===== src/rtl/rtc_trim_pkg.sv =====
package rtc_trim_pkg;
    localparam int MAG_W = 6;

    typedef enum logic [1:0] {
        DIR_NONE = 2'b00,
        DIR_SUB  = 2'b01,
        DIR_ADD  = 2'b10,
        DIR_RSV  = 2'b11
    } trim_dir_e;

    typedef struct packed {
        trim_dir_e        dir;
        logic [MAG_W-1:0] mag;
    } trim_cfg_t;

    function automatic logic dir_valid(trim_dir_e d);
        return (d == DIR_SUB) || (d == DIR_ADD);
    endfunction
endpackage


===== src/rtl/rtc_trim_reg.sv =====
module rtc_trim_reg
    import rtc_trim_pkg::*;
(
    input  logic      clk,
    input  logic      rst,
    input  logic      soft_rst,
    input  logic      wr_en,
    input  trim_cfg_t wr_cfg,
    input  logic      count_en,
    input  logic      busy,
    input  logic      pend,
    output trim_cfg_t cfg,
    output logic      wr_accept
);
    assign wr_accept = wr_en && count_en && !busy && !pend;

    always_ff @(posedge clk) begin
        if (rst || soft_rst) begin
            cfg <= '0;
        end else if (wr_accept) begin
            cfg <= wr_cfg;
        end
    end

    AST_WR_BLOCKED: assert property (@(posedge clk) disable iff (rst || soft_rst)
        (wr_en && (busy || pend || !count_en)) |=> $stable(cfg));
    AST_SOFT_CLEAR: assert property (@(posedge clk) disable iff (rst)
        soft_rst |=> (cfg == '0));
endmodule


===== src/rtl/rtc_sec_divider.sv =====
module rtc_sec_divider
    import rtc_trim_pkg::*;
#(
    parameter int unsigned SEC_CYCLES = 32768
) (
    input  logic      clk,
    input  logic      rst,
    input  logic      soft_rst,
    input  logic      count_en,
    input  trim_cfg_t cfg,
    input  logic      act,
    output logic      rollover,
    output logic      busy,
    output logic      sec_tick
);
    localparam int unsigned MAX_LEN = SEC_CYCLES + (1 << MAG_W) - 1;
    localparam int         CW      = $clog2(MAX_LEN + 1);
    localparam logic [CW-1:0] NOM_LAST = CW'(SEC_CYCLES - 1);

    logic [CW-1:0] cnt;
    logic [CW-1:0] last;

    always_comb begin
        last = NOM_LAST;
        if (act) begin
            case (cfg.dir)
                DIR_SUB: last = NOM_LAST - CW'(cfg.mag);
                DIR_ADD: last = NOM_LAST + CW'(cfg.mag);
                default: last = NOM_LAST;
            endcase
        end
    end

    assign rollover = count_en && (cnt >= last);
    assign busy     = rollover;

    always_ff @(posedge clk) begin
        if (rst || soft_rst) begin
            cnt      <= '0;
            sec_tick <= 1'b0;
        end else begin
            sec_tick <= rollover;
            if (rollover) begin
                cnt <= '0;
            end else if (count_en) begin
                cnt <= cnt + 1'b1;
            end
        end
    end

    AST_TICK_SINGLE: assert property (@(posedge clk) disable iff (rst || soft_rst)
        sec_tick |=> !sec_tick);
    AST_CNT_RANGE: assert property (@(posedge clk) disable iff (rst || soft_rst)
        cnt <= last);
    AST_HALT: assert property (@(posedge clk) disable iff (rst || soft_rst)
        !count_en |=> $stable(cnt));
endmodule


===== src/rtl/rtc_corr_ctrl.sv =====
module rtc_corr_ctrl
    import rtc_trim_pkg::*;
#(
    parameter int unsigned LONG_SECS  = 60,
    parameter int unsigned SHORT_SECS = 10
) (
    input  logic      clk,
    input  logic      rst,
    input  logic      soft_rst,
    input  logic      auto_en,
    input  logic      auto_sel,
    input  logic      rollover,
    input  logic      wr_accept,
    input  trim_dir_e wr_dir,
    input  trim_dir_e cur_dir,
    output logic      pend,
    output logic      act
);
    localparam int unsigned MAX_SECS = (LONG_SECS > SHORT_SECS) ? LONG_SECS : SHORT_SECS;
    localparam int          SW       = $clog2(MAX_SECS);
    localparam logic [SW-1:0] LONG_LAST  = SW'(LONG_SECS - 1);
    localparam logic [SW-1:0] SHORT_LAST = SW'(SHORT_SECS - 1);

    logic [SW-1:0] scnt;
    logic [SW-1:0] ilast;
    logic          due;

    assign ilast = auto_sel ? SHORT_LAST : LONG_LAST;
    assign due   = auto_en && (scnt >= ilast) && dir_valid(cur_dir);

    always_ff @(posedge clk) begin
        if (rst || soft_rst) begin
            scnt <= '0;
            pend <= 1'b0;
            act  <= 1'b0;
        end else begin
            if (!auto_en) begin
                scnt <= '0;
            end else if (rollover) begin
                scnt <= (scnt >= ilast) ? '0 : scnt + 1'b1;
            end

            if (rollover) begin
                if (act) begin
                    act  <= 1'b0;
                    pend <= 1'b0;
                end else if (pend) begin
                    act <= 1'b1;
                end else if (due) begin
                    pend <= 1'b1;
                    act  <= 1'b1;
                end
            end else if (wr_accept && !auto_en && dir_valid(wr_dir)) begin
                pend <= 1'b1;
            end
        end
    end

    AST_ACT_PEND: assert property (@(posedge clk) disable iff (rst || soft_rst)
        act |-> pend);
    AST_PEND_CLEAR: assert property (@(posedge clk) disable iff (rst || soft_rst)
        (rollover && act) |=> (!pend && !act));
    AST_AUTO_NO_ARM: assert property (@(posedge clk) disable iff (rst || soft_rst)
        (auto_en && !pend && !rollover) |=> !pend);
    AST_RSV_NO_CORR: assert property (@(posedge clk) disable iff (rst || soft_rst)
        (!dir_valid(cur_dir)) |-> !act);
endmodule


===== src/rtl/rtc_trim_prescaler.sv =====
module rtc_trim_prescaler
    import rtc_trim_pkg::*;
#(
    parameter int unsigned SEC_CYCLES = 32768,
    parameter int unsigned LONG_SECS  = 60,
    parameter int unsigned SHORT_SECS = 10
) (
    input  logic       clk,
    input  logic       rst,
    input  logic       soft_rst,
    input  logic       count_en,
    input  logic       auto_en,
    input  logic       auto_sel,
    input  logic       wr_en,
    input  logic [7:0] wr_data,
    output logic [7:0] trim_q,
    output logic       sec_tick,
    output logic       busy,
    output logic       pending
);
    trim_cfg_t wr_cfg;
    trim_cfg_t cfg;
    logic      wr_accept;
    logic      rollover;
    logic      act;

    assign wr_cfg  = trim_cfg_t'(wr_data);
    assign trim_q  = cfg;

    rtc_trim_reg u_reg (
        .clk       (clk),
        .rst       (rst),
        .soft_rst  (soft_rst),
        .wr_en     (wr_en),
        .wr_cfg    (wr_cfg),
        .count_en  (count_en),
        .busy      (busy),
        .pend      (pending),
        .cfg       (cfg),
        .wr_accept (wr_accept)
    );

    rtc_sec_divider #(.SEC_CYCLES(SEC_CYCLES)) u_div (
        .clk      (clk),
        .rst      (rst),
        .soft_rst (soft_rst),
        .count_en (count_en),
        .cfg      (cfg),
        .act      (act),
        .rollover (rollover),
        .busy     (busy),
        .sec_tick (sec_tick)
    );

    rtc_corr_ctrl #(.LONG_SECS(LONG_SECS), .SHORT_SECS(SHORT_SECS)) u_ctrl (
        .clk       (clk),
        .rst       (rst),
        .soft_rst  (soft_rst),
        .auto_en   (auto_en),
        .auto_sel  (auto_sel),
        .rollover  (rollover),
        .wr_accept (wr_accept),
        .wr_dir    (wr_cfg.dir),
        .cur_dir   (cfg.dir),
        .pend      (pending),
        .act       (act)
    );
endmodule


===== config.mk =====
export PLATFORM = sky130hd
export DESIGN_NAME = rtc_trim_prescaler
export DESIGN_NICKNAME = d
export VERILOG_FILES = /design/src/rtl/rtc_trim_pkg.sv /design/src/rtl/rtc_trim_reg.sv /design/src/rtl/rtc_sec_divider.sv /design/src/rtl/rtc_corr_ctrl.sv /design/src/rtl/rtc_trim_prescaler.sv
export SDC_FILE = /design/constraint.sdc
export NUM_CORES = 1
export LEC_CHECK = 0
export BUFFER_PORTS_ARGS = -buffer_cell sky130_fd_sc_hd__buf_2
export CORE_MARGIN = 3
export CORE_UTILIZATION = 40
export DETAILED_ROUTE_END_ITERATION = 10
export SKIP_LAST_GASP = 1
export SLEW_MARGIN = 10
export SYNTH_ARGS = -nofsm -noshare
export SYNTH_HDL_FRONTEND = slang
export SYNTH_HIERARCHICAL = 1
export SYNTH_SLANG_ARGS = --single-unit

===== constraint.sdc =====
create_clock -name clk -period 5.9 [get_ports clk]
set_input_delay 1.77 -clock clk [delete_from_list [all_inputs] [get_ports clk]]
set_output_delay 1.77 -clock clk [all_outputs]
set_load 0.1 [all_outputs]

==> flow_summary.json <==
{
  "setup_viol": 0,
  "nets": 330,
  "slew_violations": 0,
  "status": "finished, final reports clean",
  "syn_area_um2": 2380,
  "finalHoldViolations": 0,
  "grt_pass1_wl_um": 8590,
  "crit_chain": "ha_1, nor4b_1, nor3_1, ha_1, nand4_1, nor3_1, nor3_1, nand3_1, and2_1, buf_2",
  "p_per_area_nw_per_um2": 178.4,
  "hold_class": "flip-flop to flip-flop",
  "timing.rr.end": "u_ctrl/pend$_SDFFE_PP0P_",
  "required_ns": 4.13,
  "drv_cap": 0,
  "dp.cells": 355,
  "cts_made_buffers": 5,
  "slowest_delay_ns": 0.50,
  "final_common_cell": "dfxtp_1",
  "clock_latency_ns": 0.29,
  "crit_path_top_delay_cell": "buf_2",
  "htree_num_levels": 2,
  "skew_ns": 0.005895,
  "num_io_pins": 26,
  "cts_tree": "yes",
  "grt_pass1_vias": 1868,
  "syn_nets": 310,
  "clock_path_buffers": 2,
  "worstSetupStartpoint": "u_reg/cfg[7]$_SDFFE_PP0P_",
  "syn2layout_area_growth_pct": 9.884,
  "ys_warn_count": 6,
  "die_w_um": 83.13,
  "start_kind": "flip-flop",
  "avgSynthCellArea_um2": 8.814,
  "cp-end-kind": "primary output",
  "drive_above_1_share_pct": 17.87,
  "dp_hpwl_um": 3578,
  "cts_num_sinks": 33,
  "drt_first_iter_violations": 66,
  "path_class": "flip-flop to primary output",
  "postCtsSetupRepairBufs": 0,
  "fmax_mhz": 188.1,
  "n_antenna_cell": 0,
  "vias": 1939,
  "synth_area_leaders": "dfxtp_1, ha_1, nor3b_1",
  "synth-async-reset-ratio_pct": 0,
  "synth-main-ff-cell": "dfxtp_1",
  "ys_ff_latch": 33,
  "final_cell_mix": "dfxtp_1, nor2_1, buf_2, nand2_1, ha_1",
  "yosysSeqAreaShare_pct": 27.76,
  "ir_drop_uv": 68.74,
  "fin_crit_ns": 5.316,
  "antenna_found_initial": 0,
  "synth_edf_count": 0,
  "syn_inst": 270,
  "viasPerCell": 5.342,
  "start_util_pct": 42.18,
  "endpoint": "busy",
  "r2r_start": "u_reg/cfg[2]$_SDFFE_PP0P_",
  "finalNonFillerCells": 363,
  "ant_nets": 0,
  "die_y_um": 83.13,
  "wl_per_cell_um": 12.95,
  "r2r_cells": 15,
  "track_usage_pct": 14.83,
  "crit_fanout": 14,
  "coreArea_um2": 5642,
  "final_area_um2": 2615,
  "worst_path_most_repeated_cell": "nor3_1",
  "routed_wl_um": 4700,
  "tightest_slew_ns": 0.5722,
  "clk_pin_slew_ns": 0.07,
  "yosysTopAreaCell": "dfxtp_1",
  "cts_resized": 0,
  "gp_congestion": 0.7826,
  "yosys.cell_types.count": 51,
  "rrSetupSlack_ns": 1.90,
  "dieArea_um2": 6911,
  "grt_start_max_net_pins": 21,
  "crit_arrival_ns": 3.55,
  "drc": 0,
  "firstDrtPassIters": 4,
  "post-route-period-util_pct": 90.09,
  "synth_top_area_share_pct": 27.76,
  "rows": 27,
  "maxSlewHeadroom_pct": 61.85,
  "cts_hold_buf": 0,
  "cts-root-buf": "clkbuf_8",
  "gr-total-overflow": 0,
  "rsz0062_at_grt": "false",
  "io_buffers": 25,
  "fin_tns_setup_ns": 0,
  "p_leak_uw": 0.001072,
  "place_area_um2": 2514
}
==> Yosys cell counts, types with 5 or more instances <==
cell	count
dfxtp_1	33
nor2_1	28
ha_1	25
nand2_1	25
nor3b_1	17
a21oi_1	10
inv_1	10
xor2_1	10
nor3_1	9
mux2_4	8
o211ai_1	8
nand3_1	7
and3_1	6
nand4_1	5
o21ai_0	5
xnor2_1	5
==> cells by family after synthesis <==
| kind of cell | synth area share, % |
|---|---|
| xor+xnor | 5.520 |
| compound gates | 15.88 |
| flops | 27.76 |
| simple gates | 27.23 |
| buf+inv | 4.995 |
| mux | 5.468 |
| fa+ha+maj | 13.14 |
==> worst min path at each step <==
stage	startpoint	end	cells past startpoint
3_5_place_dp	u_ctrl/scnt[1]$_SDFFE_PP0P_	u_ctrl/scnt[1]$_SDFFE_PP0P_	2
5_1_grt	u_ctrl/pend$_SDFFE_PP0P_	u_ctrl/pend$_SDFFE_PP0P_	2
2_1_floorplan	u_div/cnt[8]$_SDFFE_PP0P_	u_div/cnt[8]$_SDFFE_PP0P_	2
4_1_cts	u_ctrl/scnt[1]$_SDFFE_PP0P_	u_ctrl/scnt[1]$_SDFFE_PP0P_	2
6_report	u_ctrl/pend$_SDFFE_PP0P_	u_ctrl/pend$_SDFFE_PP0P_	2
3_3_place_gp	u_ctrl/scnt[1]$_SDFFE_PP0P_	u_ctrl/scnt[1]$_SDFFE_PP0P_	2
==> stage by stage <==
stage | util, % | total power (uW) | hold slack (ns) | setup WS (ns)
after global routing | 46.35 | 487.5 | 0.5586 | 0.2583
after global placement | 44.56 | 279.5 | 0.5088 | 0.9620
final | 46.35 | 466.5 | 0.5200 | 0.5844
after floorplan | - | 271.1 | 0.4753 | 0.5647
after CTS | 46.35 | 472.5 | 0.5202 | 0.5595
after detailed placement | 44.56 | 280.1 | 0.5084 | 0.8826
==> per-layer routing <==
| layer | GRT usage [%] | wire, um |
|---|---|---|
| met3 | 3.373 | 158 |
| met4 | 5.349 | 77 |
| met1 | 19.27 | 2339 |
| met5 | 0 | 0 |
| met2 | 23.98 | 2124 |
==> report_power, final <==
group          internal, uW  leakage, uW  switching (uW)
logic                  16.7     0.000751            30.6
clock network           105    0.0000542            86.6
registers               225     0.000266            2.49
==> critical path: cells and delay by family (launching register included) <==
| family | cells | cell delay (ns) |
|---|---|---|
| simple gates | 7 | 1.58 |
| fa+ha+maj | 2 | 0.77 |
| buf+inv | 1 | 0.50 |
| flops | 1 | 0.40 |
==> area by class of cell <==
type / count / area (um2)
clock buffer: 7 / 96.34
timing repair buffer: 25 / 125.1
sequential: 33 / 660.6
inverter: 10 / 37.54
multi-input combinational: 215 / 1600
tap: 72 / 90.09
clock inverter: 1 / 5.005
fill: 556 / 3027
==> flip-flops by register name, indices dropped and copies added, names as in the netlist <==
signal,cells
u_ctrl/act,1
u_reg/cfg,8
u_ctrl/scnt,6
u_ctrl/pend,1
u_div/cnt,16
u_div/sec_tick,1
(Power assumes the default switching activity.)
